## config.mk

```make
export PLATFORM = sky130hd
export DESIGN_NAME = csr_cmd_status
export DESIGN_NICKNAME = d
export VERILOG_FILES = /design/src/rtl/csr_cmd_status_pkg.sv /design/src/rtl/csr_cmd_bits.sv /design/src/rtl/csr_ovr_counter.sv /design/src/rtl/csr_irq_fsm.sv /design/src/rtl/csr_cmd_status.sv
export SDC_FILE = /design/constraint.sdc
export NUM_CORES = 1
export LEC_CHECK = 0
export BUFFER_PORTS_ARGS = -buffer_cell sky130_fd_sc_hd__buf_2
export CAP_MARGIN = 40
export CORE_UTILIZATION = 30
export DETAILED_ROUTE_END_ITERATION = 12
export PLACE_DENSITY = 0.83
export SYNTH_ARGS = -nofsm -noshare
export SYNTH_HDL_FRONTEND = slang
export SYNTH_SLANG_ARGS = --single-unit
```

## constraint.sdc

```tcl
create_clock -name clk -period 1.8 [get_ports clk]
set_input_delay 0.18 -clock clk [delete_from_list [all_inputs] [get_ports clk]]
set_output_delay 0.18 -clock clk [all_outputs]
set_load 0.01 [all_outputs]
```

## src/rtl/csr_cmd_status_pkg.sv

```systemverilog
package csr_cmd_status_pkg;
    // Register offsets on the bus.
    localparam int unsigned CMD_OFFSET = 0;
    localparam int unsigned IRQ_OFFSET = 1;
    // Bit of the overrun flag inside the interrupt status register.
    localparam int unsigned IRQ_OVR_BIT = 0;

    typedef enum logic [0:0] {
        IRQ_IDLE    = 1'b0,
        IRQ_PENDING = 1'b1
    } irq_state_t;
endpackage

```

## src/rtl/csr_cmd_bits.sv

```systemverilog
module csr_cmd_bits #(
    parameter int unsigned NCMD = 4
) (
    input  logic            clk,
    input  logic            rst,
    input  logic [NCMD-1:0] set_vec,
    input  logic [NCMD-1:0] clr_vec,
    output logic [NCMD-1:0] cmd_q
);
    // One flop per command bit; a set outranks a clear in the same cycle.
    for (genvar i = 0; i < NCMD; i++) begin : g_bit
        always_ff @(posedge clk) begin
            if (rst)
                cmd_q[i] <= 1'b0;
            else if (set_vec[i])
                cmd_q[i] <= 1'b1;
            else if (clr_vec[i])
                cmd_q[i] <= 1'b0;
        end
    end
endmodule

```

## src/rtl/csr_ovr_counter.sv

```systemverilog
module csr_ovr_counter #(
    parameter int unsigned CNT_W = 2
) (
    input  logic             clk,
    input  logic             rst,
    input  logic             inc,
    output logic [CNT_W-1:0] count
);
    // Wraps naturally at 2**CNT_W.
    always_ff @(posedge clk) begin
        if (rst)
            count <= '0;
        else if (inc)
            count <= count + 1'b1;
    end
endmodule

```

## src/rtl/csr_irq_fsm.sv

```systemverilog
module csr_irq_fsm
    import csr_cmd_status_pkg::*;
(
    input  logic clk,
    input  logic rst,
    input  logic raise,
    input  logic ack,
    output logic flag
);
    irq_state_t state, state_nxt;

    always_ff @(posedge clk) begin
        if (rst)
            state <= IRQ_IDLE;
        else
            state <= state_nxt;
    end

    // RAISE, ACK and HOLD transitions; a raise outranks an ack.
    always_comb begin
        state_nxt = state;
        unique case (state)
            IRQ_IDLE:    if (raise) state_nxt = IRQ_PENDING;
            IRQ_PENDING: if (ack && !raise) state_nxt = IRQ_IDLE;
            default:     state_nxt = IRQ_IDLE;
        endcase
    end

    always_comb begin
        flag = (state == IRQ_PENDING);
    end
endmodule

```

## src/rtl/csr_cmd_status.sv

```systemverilog
module csr_cmd_status
    import csr_cmd_status_pkg::*;
#(
    parameter int unsigned ADDR_W  = 2,
    parameter int unsigned DATA_W  = 32,
    parameter int unsigned NCMD    = 4,
    parameter int unsigned CNT_W   = 2,
    parameter int unsigned CNT_LSB = 16
) (
    input  logic              clk,
    input  logic              rst,
    input  logic              bus_sel,
    input  logic              bus_wr,
    input  logic [ADDR_W-1:0] bus_addr,
    input  logic [DATA_W-1:0] bus_wdata,
    output logic [DATA_W-1:0] bus_rdata,
    input  logic [NCMD-1:0]   hw_clr,
    input  logic              sched_overrun,
    output logic [NCMD-1:0]   cmd_q,
    output logic [CNT_W-1:0]  ovr_count,
    output logic              irq_overrun
);
    localparam logic [ADDR_W-1:0] CMD_A = ADDR_W'(CMD_OFFSET);
    localparam logic [ADDR_W-1:0] IRQ_A = ADDR_W'(IRQ_OFFSET);

    logic            wr_stb;
    logic            wr_cmd;
    logic            irq_ack;
    logic [NCMD-1:0] set_vec;

    assign wr_stb  = bus_sel && bus_wr;
    assign wr_cmd  = wr_stb && (bus_addr == CMD_A);
    assign set_vec = wr_cmd ? bus_wdata[NCMD-1:0] : '0;
    assign irq_ack = wr_stb && (bus_addr == IRQ_A) && bus_wdata[IRQ_OVR_BIT];

    // Only the command bits and the flag bit are consumed from the data.
    wire unused_wdata = ^bus_wdata;

    csr_cmd_bits #(.NCMD(NCMD)) u_bits (
        .clk     (clk),
        .rst     (rst),
        .set_vec (set_vec),
        .clr_vec (hw_clr),
        .cmd_q   (cmd_q)
    );

    csr_ovr_counter #(.CNT_W(CNT_W)) u_cnt (
        .clk   (clk),
        .rst   (rst),
        .inc   (sched_overrun),
        .count (ovr_count)
    );

    csr_irq_fsm u_irq (
        .clk   (clk),
        .rst   (rst),
        .raise (sched_overrun),
        .ack   (irq_ack),
        .flag  (irq_overrun)
    );

    always_comb begin
        bus_rdata = '0;
        if (bus_addr == CMD_A) begin
            bus_rdata[NCMD-1:0]                = cmd_q;
            bus_rdata[CNT_LSB +: CNT_W]        = ovr_count;
        end else if (bus_addr == IRQ_A) begin
            bus_rdata[IRQ_OVR_BIT]             = irq_overrun;
        end
    end
endmodule

```

After elaboration in Yosys (flattened, before gate mapping)
Index checks and enable logic that the tools add are counted.

$add $sub $neg: 1. Multipliers: 0. Div/mod/pow operators: 0. $lt $le $gt $ge: 0. Equal/unequal tests: 1. Shift operators: 0. Multiplexer cells: 16. Bitwise operators: 1. Reduce and logical (&&, ||, !) cells: 11.

Operators with widths (number): $mux 1 (12); $reduce_bool 2->1 (4); $logic_and 1x1->1 (5); $mux 4 (1); $mux 3 (1); $add 2x1->2 const B (1); $eq 2x1->1 const B (1); $logic_not 2->1 (1); $mux 2 (1); $pmux 1 s2 (1); $logic_not 1->1 (1); $not 1->1 (1).

Register bits after elaboration: 7. Bits in latches: 0. Memory bits (writable): 0. Memory bits (read-only): 0. Input port bits: 43. Output and inout port bits: 39. Word-level logic and storage cells: 36. Memories: 0.

Longest topological paths before layout
Gate-level depths: netlist of run 1.

Word-level depth: 6. Depth in mapped cells: 3. Depth with buffers taken out: 2.

Modules after synthesis
Synthesis of run 1 repeated with hierarchy kept, for this count alone.

Cells, all modules: 68. Area total of the unflattened synthesis: 563.0 um2.

By module, submodules not included: csr_cmd_status (instances 1, cells each 41, area each 305.3 um2, seq. area each 0.0 um2); csr_cmd_bits (instances 1, cells each 16, area each 140.1 um2, seq. area each 80.1 um2); csr_ovr_counter (instances 1, cells each 7, area each 78.8 um2, seq. area each 40.0 um2); csr_irq_fsm (instances 1, cells each 4, area each 38.8 um2, seq. area each 20.0 um2).

Least setup slack after synthesis of run 1
Ideal clock, no wire load.

Kind: flip-flop to output port. Start point: reg u_bits.cmd_q[1]. End point: out bus_rdata[1]. Data arrival time: 0.729 ns. Required time: 1.620 ns. Slack: 0.891 ns. Stages on the path, launching flop included: 3. Buffers on the path: 0. Path through: dfxtp_1 inv_1 nor3_1.

Longest elaborated chain between the ends: 1.

Ends and longest elaborated chain: start: declaration (line csr_cmd_bits.sv:8) `output logic [NCMD-1:0] cmd_q`; start signal: indexed assignment (line csr_cmd_bits.sv:14) `cmd_q[i] <= 1'b0;`; start signal: indexed assignment (line csr_cmd_bits.sv:16) `cmd_q[i] <= 1'b1;`; start signal: indexed assignment (line csr_cmd_bits.sv:18) `cmd_q[i] <= 1'b0;`; $mux 3 (line csr_cmd_status.sv:64) `if (bus_addr == CMD_A) begin`; end: declaration (line csr_cmd_status.sv:16) `output logic [DATA_W-1:0] bus_rdata,`.

Every way passes these cells.

Worst setup path after layout of run 1
Start point: reg u_bits.cmd_q[3]. End point: out bus_rdata[3].

Same word-level chain as after synthesis.

==> results.py, run 1 <==
metrics = {
    "status": {
        "status": "finished with violations",
        "violations": "design-rule violations",
    },
    "grt": {
        "antenna_found_initial": 0,
        "track_usage_pct": 10.45,
        "grt_max_degree": 12,
        "grt_pass1_vias": 381,
        "grt-ovfl-total": 0,
        "grt_pass1_wl_um": 1442,
    },
    "floorplanning": {
        "die_x_um": 44.25,
        "start_util_pct": 33.59,
        "fp.dieH_um": 44.25,
        "rows": 14,
        "die-area_sq_um": 1958,
        "io_pins": 82,
        "core-area_sq_um": 1594,
    },
    "finish": {
        "antenna_cells": 0,
        "final_cell_mix": "27 x buf_2, 26 x conb_1, 7 x dfxtp_1",
        "final_common_cell": "buf_2",
        "area_growth_pct": 16.12,
        "nets": 137,
        "nFillCells": 182,
        "drive_above_1_share_pct": 33.33,
        "fin_area_sq_um": 621.8,
    },
    "place": {
        "place_congestion": 0.6278,
        "placed_area_sq_um": 595.6,
        "port_buffers": 27,
        "hpwl_um": 801.3,
    },
    "critical_path": {
        "start_kind": "register",
        "path_max_fanout": 2,
        "critical_path_arrival_ns": 0.94,
        "cp.required_ns": 1.62,
        "path_class": "reg -> out",
        "end_kind": "output pin",
    },
    "power_and_ir_drop": {
        "p_leak_nw": 0.3363,
        "vdd_drop_max_v": 0.0004898,
        "power_density_nw_per_um2": 622.8,
    },
    "cts": {
        "tritoncts": "yes",
        "cts_buffers": 3,
        "ctsHtreeMaxLevel": 1,
        "clockBufferDepth": 2,
        "cts_root_buffer": "clkbuf_4",
        "clock_sinks": 7,
        "cts_hold_buf": 0,
        "cts.clk_slew.worst_paths_ns": 0.05,
        "cts_setup_buffers": 0,
        "clkLatencyLatePin_ns": 0.24,
        "ctsResizeCount": 0,
    },
    "logic_synthesis": {
        "synth_top_area_share_pct": 36.45,
        "synthesis.area_sq_um": 535.5,
        "seq_area_frac_synth_pct": 26.17,
        "synth_cell_types": 19,
        "synth.area.top_cells": "buf_4 36%, dfxtp_1 26%, o32ai_1 6.5%",
        "ys_warn_count": 0,
        "ys_ff_latch": 7,
        "syn_area_per_cell_sq_um": 8.367,
        "syn_inst": 64,
        "yosys.area.top_type": "buf_4",
    },
    "routing": {
        "drt_wl_total_um": 950,
        "post_drt_wl_per_cell_um": 8.120,
        "ant_nets": 0,
        "drt_pass1_iterations": 10,
        "vias": 442,
        "drc": 2,
        "drt_iter0_drc": 6,
        "vias_per_cell": 3.778,
    },
    "timing": {
        "grt_setup_unrepaired": "false",
        "fmax_mhz": 893.6,
        "setup_tns_ns": 0,
        "period_needed_ns": 1.119,
        "worst_clock_skew_ns": 0.0001509,
        "finalHoldViolations": 0,
        "finalSetupViolCount": 0,
        "drv_slew": 0,
        "post-route-period-util_pct": 62.17,
    },
    "run": {
        "maxCapViolations": 0,
    },
    "worst_hold_path": {
        "hold_path.class": "in -> reg",
    },
}
## logic make-up (layout without fill, tap and decap cells)
logic type                Yosys count  in the layout  synth area share [%]
DFF                                 7              7                 26.17
muxes                               1              1                 1.869
AOI/OAI and AO/OA                   8              8                 11.92
other                               1             26                0.7003
buffers and inverters              31             35                 39.95
xor gates and xnor gates            1              1                 1.636
and+or+nand+nor                    15             15                 17.75
## per-layer routing
metal / track usage, % / vias up / wire length (um)
li1: - / 219 / -
met1: 9.701 / 193 / 332
met2: 19.71 / 30 / 505
met3: 6.122 / 0 / 113
met4: 1.818 / 0 / 0
met5: 0 / - / 0
## critical path, cell delays in order (launching register included)
cell,delay [ns]
dfxtp_1,0.32
inv_1,0.05
nor3_1,0.17
buf_2,0.15
## power breakdown
group	internal, W	leakage (nW)	switching, W
combinational	0.0000310	0.264	0.0000527
sequential	0.000162	0.0572	0.00000609
clock	0.0000841	0.0150	0.0000508
## path summary, 6_finish.rpt
kind	startpoint	slack, ns	cells after the start	end
worst max-delay path	u_bits.cmd_q[3]	0.68	3	bus_rdata[3]
worst min-delay path	hw_clr[0]	0.13	2	u_bits.cmd_q[0]
worst max register to register	u_cnt.count[1]	1.05	2	u_cnt.count[1]
worst min register to register	u_bits.cmd_q[0]	0.49	2	u_bits.cmd_q[0]
## layout make-up
type                            instances  area [sq um]  area share (%)
Tap cell                               24         30.03           4.829
Sequential cell                         7         140.1           22.54
Clock buffer                            4         26.28           4.225
Timing Repair Buffer                   27         135.1           21.73
Inverter                                4         15.01           2.414
Multi-Input combinational cell         51         275.3           44.27
## synth_stat cells, drive strengths merged
cell type / number
mux2i: 1
clkbuf: 1
a21oi: 1
nand4bb: 1
inv: 4
a31oi: 1
and2: 2
conb: 1
o32ai: 4
nand2b: 4
and4bb: 1
nor3: 3
nand3b: 1
a21bo: 1
o21bai: 1
nor2: 3
buf: 26
dfxtp: 7
xnor2: 1
## metrics by stage
stage | power [W] | setup slack [ns] | utilization [%] | hold slack (ns) | std cells
floorplan | 0.0002632 | 0.8907 | - | 0.2797 | 89
global placement | 0.0002523 | 0.9107 | 37.36 | 0.3775 | 113
detailed placement | 0.0002545 | 0.9070 | 37.36 | 0.3884 | 113
CTS | 0.0003937 | 0.6608 | 39.01 | 0.1275 | 117
global route | 0.0004138 | 0.5818 | 39.01 | 0.1271 | 117
finish | 0.0003873 | 0.6809 | 39.01 | 0.1339 | 117
## flip-flops by register name, summed over array words and instances, names as in the netlist
signal	flops
u_cnt.count	2
u_irq.flag	1
u_bits.cmd_q	4
Note: power is estimated with default switching activity, not from simulation.
==> run 2, diff against run 1 <==
--- a/config.mk
+++ b/config.mk
@@ -7,9 +7,9 @@
 export LEC_CHECK = 0
 export BUFFER_PORTS_ARGS = -buffer_cell sky130_fd_sc_hd__buf_2
 export CAP_MARGIN = 40
-export CORE_UTILIZATION = 30
+export CORE_UTILIZATION = 25
 export DETAILED_ROUTE_END_ITERATION = 12
-export PLACE_DENSITY = 0.83
+export PLACE_DENSITY = 0.74
 export SYNTH_ARGS = -nofsm -noshare
 export SYNTH_HDL_FRONTEND = slang
 export SYNTH_SLANG_ARGS = --single-unit
==> constraint.sdc (replaced) <==
create_clock -name clk -period 0.95 [get_ports clk]
set_input_delay 0.095 -clock clk [delete_from_list [all_inputs] [get_ports clk]]
set_output_delay 0.095 -clock clk [all_outputs]
set_load 0.01 [all_outputs]
==> run 2 against run 1 <==
- the flow finishes with violations (negative setup slack)
- combinational power increased by 130%
- cell count increased by 7.7%
- worst hold slack worse by 0.091 ns
- clock skew about the same
- first-iteration DRC count is 83% lower
- clock power grew 99%
- global-route usage down 0.94 points
- via count rose by 8.8%
- utilization down 3.1 points
- sequential share of layout area fell by 1.6 points
- power rose by 100%
==> results.py, run 2 (synthesis results as in run 1) <==
metrics = {
    "finish": {
        "antenna_cells": 0,
        "fin_cells": 126,
        "register_area_sq_um": 148.9,
        "drive_above_1_share_pct": 52.53,
        "final_cell_mix": "26 x conb_1, 25 x buf_2, 7 x dfxtp_2",
        "fin_area_sq_um": 711.9,
        "multiInputGateArea_sq_um": 295.3,
        "utilization_pct": 35.92,
        "nFillCells": 212,
        "largest_reg_flops": 4,
        "final_common_cell": "conb_1",
        "nets": 143,
        "largest-register": "u_bits.cmd_q",
        "area_growth_pct": 32.94,
    },
    "grt": {
        "grt-ovfl-total": 0,
        "grt_pass1_vias": 368,
        "grt_pass1_wl_um": 1421,
        "track_usage_pct": 9.506,
        "antenna_found_initial": 0,
        "grt_max_degree": 12,
    },
    "floorplanning": {
        "die-area_sq_um": 2331,
        "rows": 16,
        "start_util_pct": 27.02,
        "io_pins": 82,
        "fp.dieH_um": 48.28,
        "core-area_sq_um": 1982,
        "die_x_um": 48.28,
    },
    "critical_path": {
        "critical_path_arrival_ns": 0.86,
        "path_max_fanout": 2,
        "end_kind": "output pin",
        "start_kind": "register",
        "critPathTopFamily": "flip-flops",
        "path_class": "reg -> out",
        "critical-path-max-stage-delay_ns": 0.31,
        "critical_path.cell_chain": "mux2i_1, nor2_1, buf_2",
        "crit_slowest_cell": "dfxtp_2",
        "cp.required_ns": 0.85,
        "path_buf_inv": 1,
    },
    "cts": {
        "tritoncts": "yes",
        "clockBufferDepth": 2,
        "clkLatencyLatePin_ns": 0.25,
        "cts.clk_slew.worst_paths_ns": 0.05,
        "ctsHtreeMaxLevel": 1,
        "cts_buffers": 3,
        "cts_root_buffer": "clkbuf_4",
        "clock_sinks": 7,
    },
    "place": {
        "numPlacedInstances": 116,
        "port_buffers": 27,
        "pre_cts_ws_ns": 0.09526,
        "hpwl_um": 868.8,
        "place_congestion": 0.6141,
        "placed_area_sq_um": 599.3,
    },
    "timing": {
        "fmax_mhz": 1042,
        "period_needed_ns": 0.9593,
        "finalHoldViolations": 0,
        "post-route-period-util_pct": 101.0,
        "finalSetupViolCount": 1,
        "drv_slew": 0,
        "final.setup.worst_slack_ns": -0.009263,
        "worst_clock_skew_ns": 0.00001807,
        "grt_setup_unrepaired": "true",
    },
    "power_and_ir_drop": {
        "total_power_w": 0.0007796,
        "power_density_nw_per_um2": 1095,
        "p_leak_nw": 0.3780,
        "vdd_drop_max_v": 0.0003126,
    },
    "routing": {
        "post_drt_wl_per_cell_um": 9.071,
        "vias": 481,
        "drt_pass1_iterations": 3,
        "vias_per_cell": 3.817,
        "drt_iter0_drc": 1,
        "drc": 0,
        "ant_nets": 0,
        "drt_wl_total_um": 1143,
    },
    "worst_hold_path": {
        "hold_path.class": "in -> reg",
    },
    "run": {
        "maxCapViolations": 0,
    },
    "status": {
        "status": "finished with violations",
        "violations": "negative setup slack",
    },
}
==> run 2: cell types whose count changed in the layout (fill, tap and decap cells not counted), moves of 3 or more <==
cell     delta
dfxtp_1     -7
dfxtp_2     +7
buf_4       +6
inv_1       -3
inv_2       +3
nor3_1      -3
nor3_2      +3
==> run 2: per-layer routing <==
layer  part of all wire (%)  global-route usage, %  vias up
met2                     58                  16.80       28
met4                      0                  6.667        0
met3                    7.4                  3.333        0
met1                     35                  9.111      219
met5                      0                      0        -
li1                       -                      -      234
==> run 2: stage by stage <==
step	setup TNS (ns)	hold slack, ns
3_5_place_dp	0	0.3045
4_1_cts	-0.06338	0.02683
2_1_floorplan	0	0.1947
5_1_grt	-0.2186	0.03585
3_3_place_gp	0	0.2948
6_report	-0.009263	0.04317
==> run 2: cell type report <==
| cell class | count | area share [%] |
|---|---|---|
| sequential | 7 | 20.91 |
| clock buffer | 4 | 3.691 |
| multi-input combinational | 51 | 41.48 |
| inverter | 4 | 2.109 |
| timing repair buffer | 33 | 27.07 |
| tap | 27 | 4.745 |
==> run 2: final timing paths <==
path	from	cells after the start	slack, ns	to
worst max-delay path	u_irq.flag	3	-0.009	bus_rdata[0]
worst min-delay path	hw_clr[3]	2	0.04	u_bits.cmd_q[3]
worst max register to register	u_bits.cmd_q[0]	3	0.12	u_bits.cmd_q[0]
worst min register to register	u_bits.cmd_q[1]	2	0.50	u_bits.cmd_q[1]
==> run 2: report_power, final <==
group	switching, W	internal [W]
Combinational	0.000112	0.0000797
Clock	0.000108	0.000160
Sequential	0.00000968	0.000310
Total	0.000230	0.000550
==> run 2: what timing repair did <==
item | 4_1_cts | 5_1_grt
pin swaps | 3 | 0
gates resized for setup | 11 | 6
setup endpoints to repair | 5 | 6
endpoints found under the hold margin | 0 | 0
hold buffers | 0 | 0
buffers inserted | 6 | 0
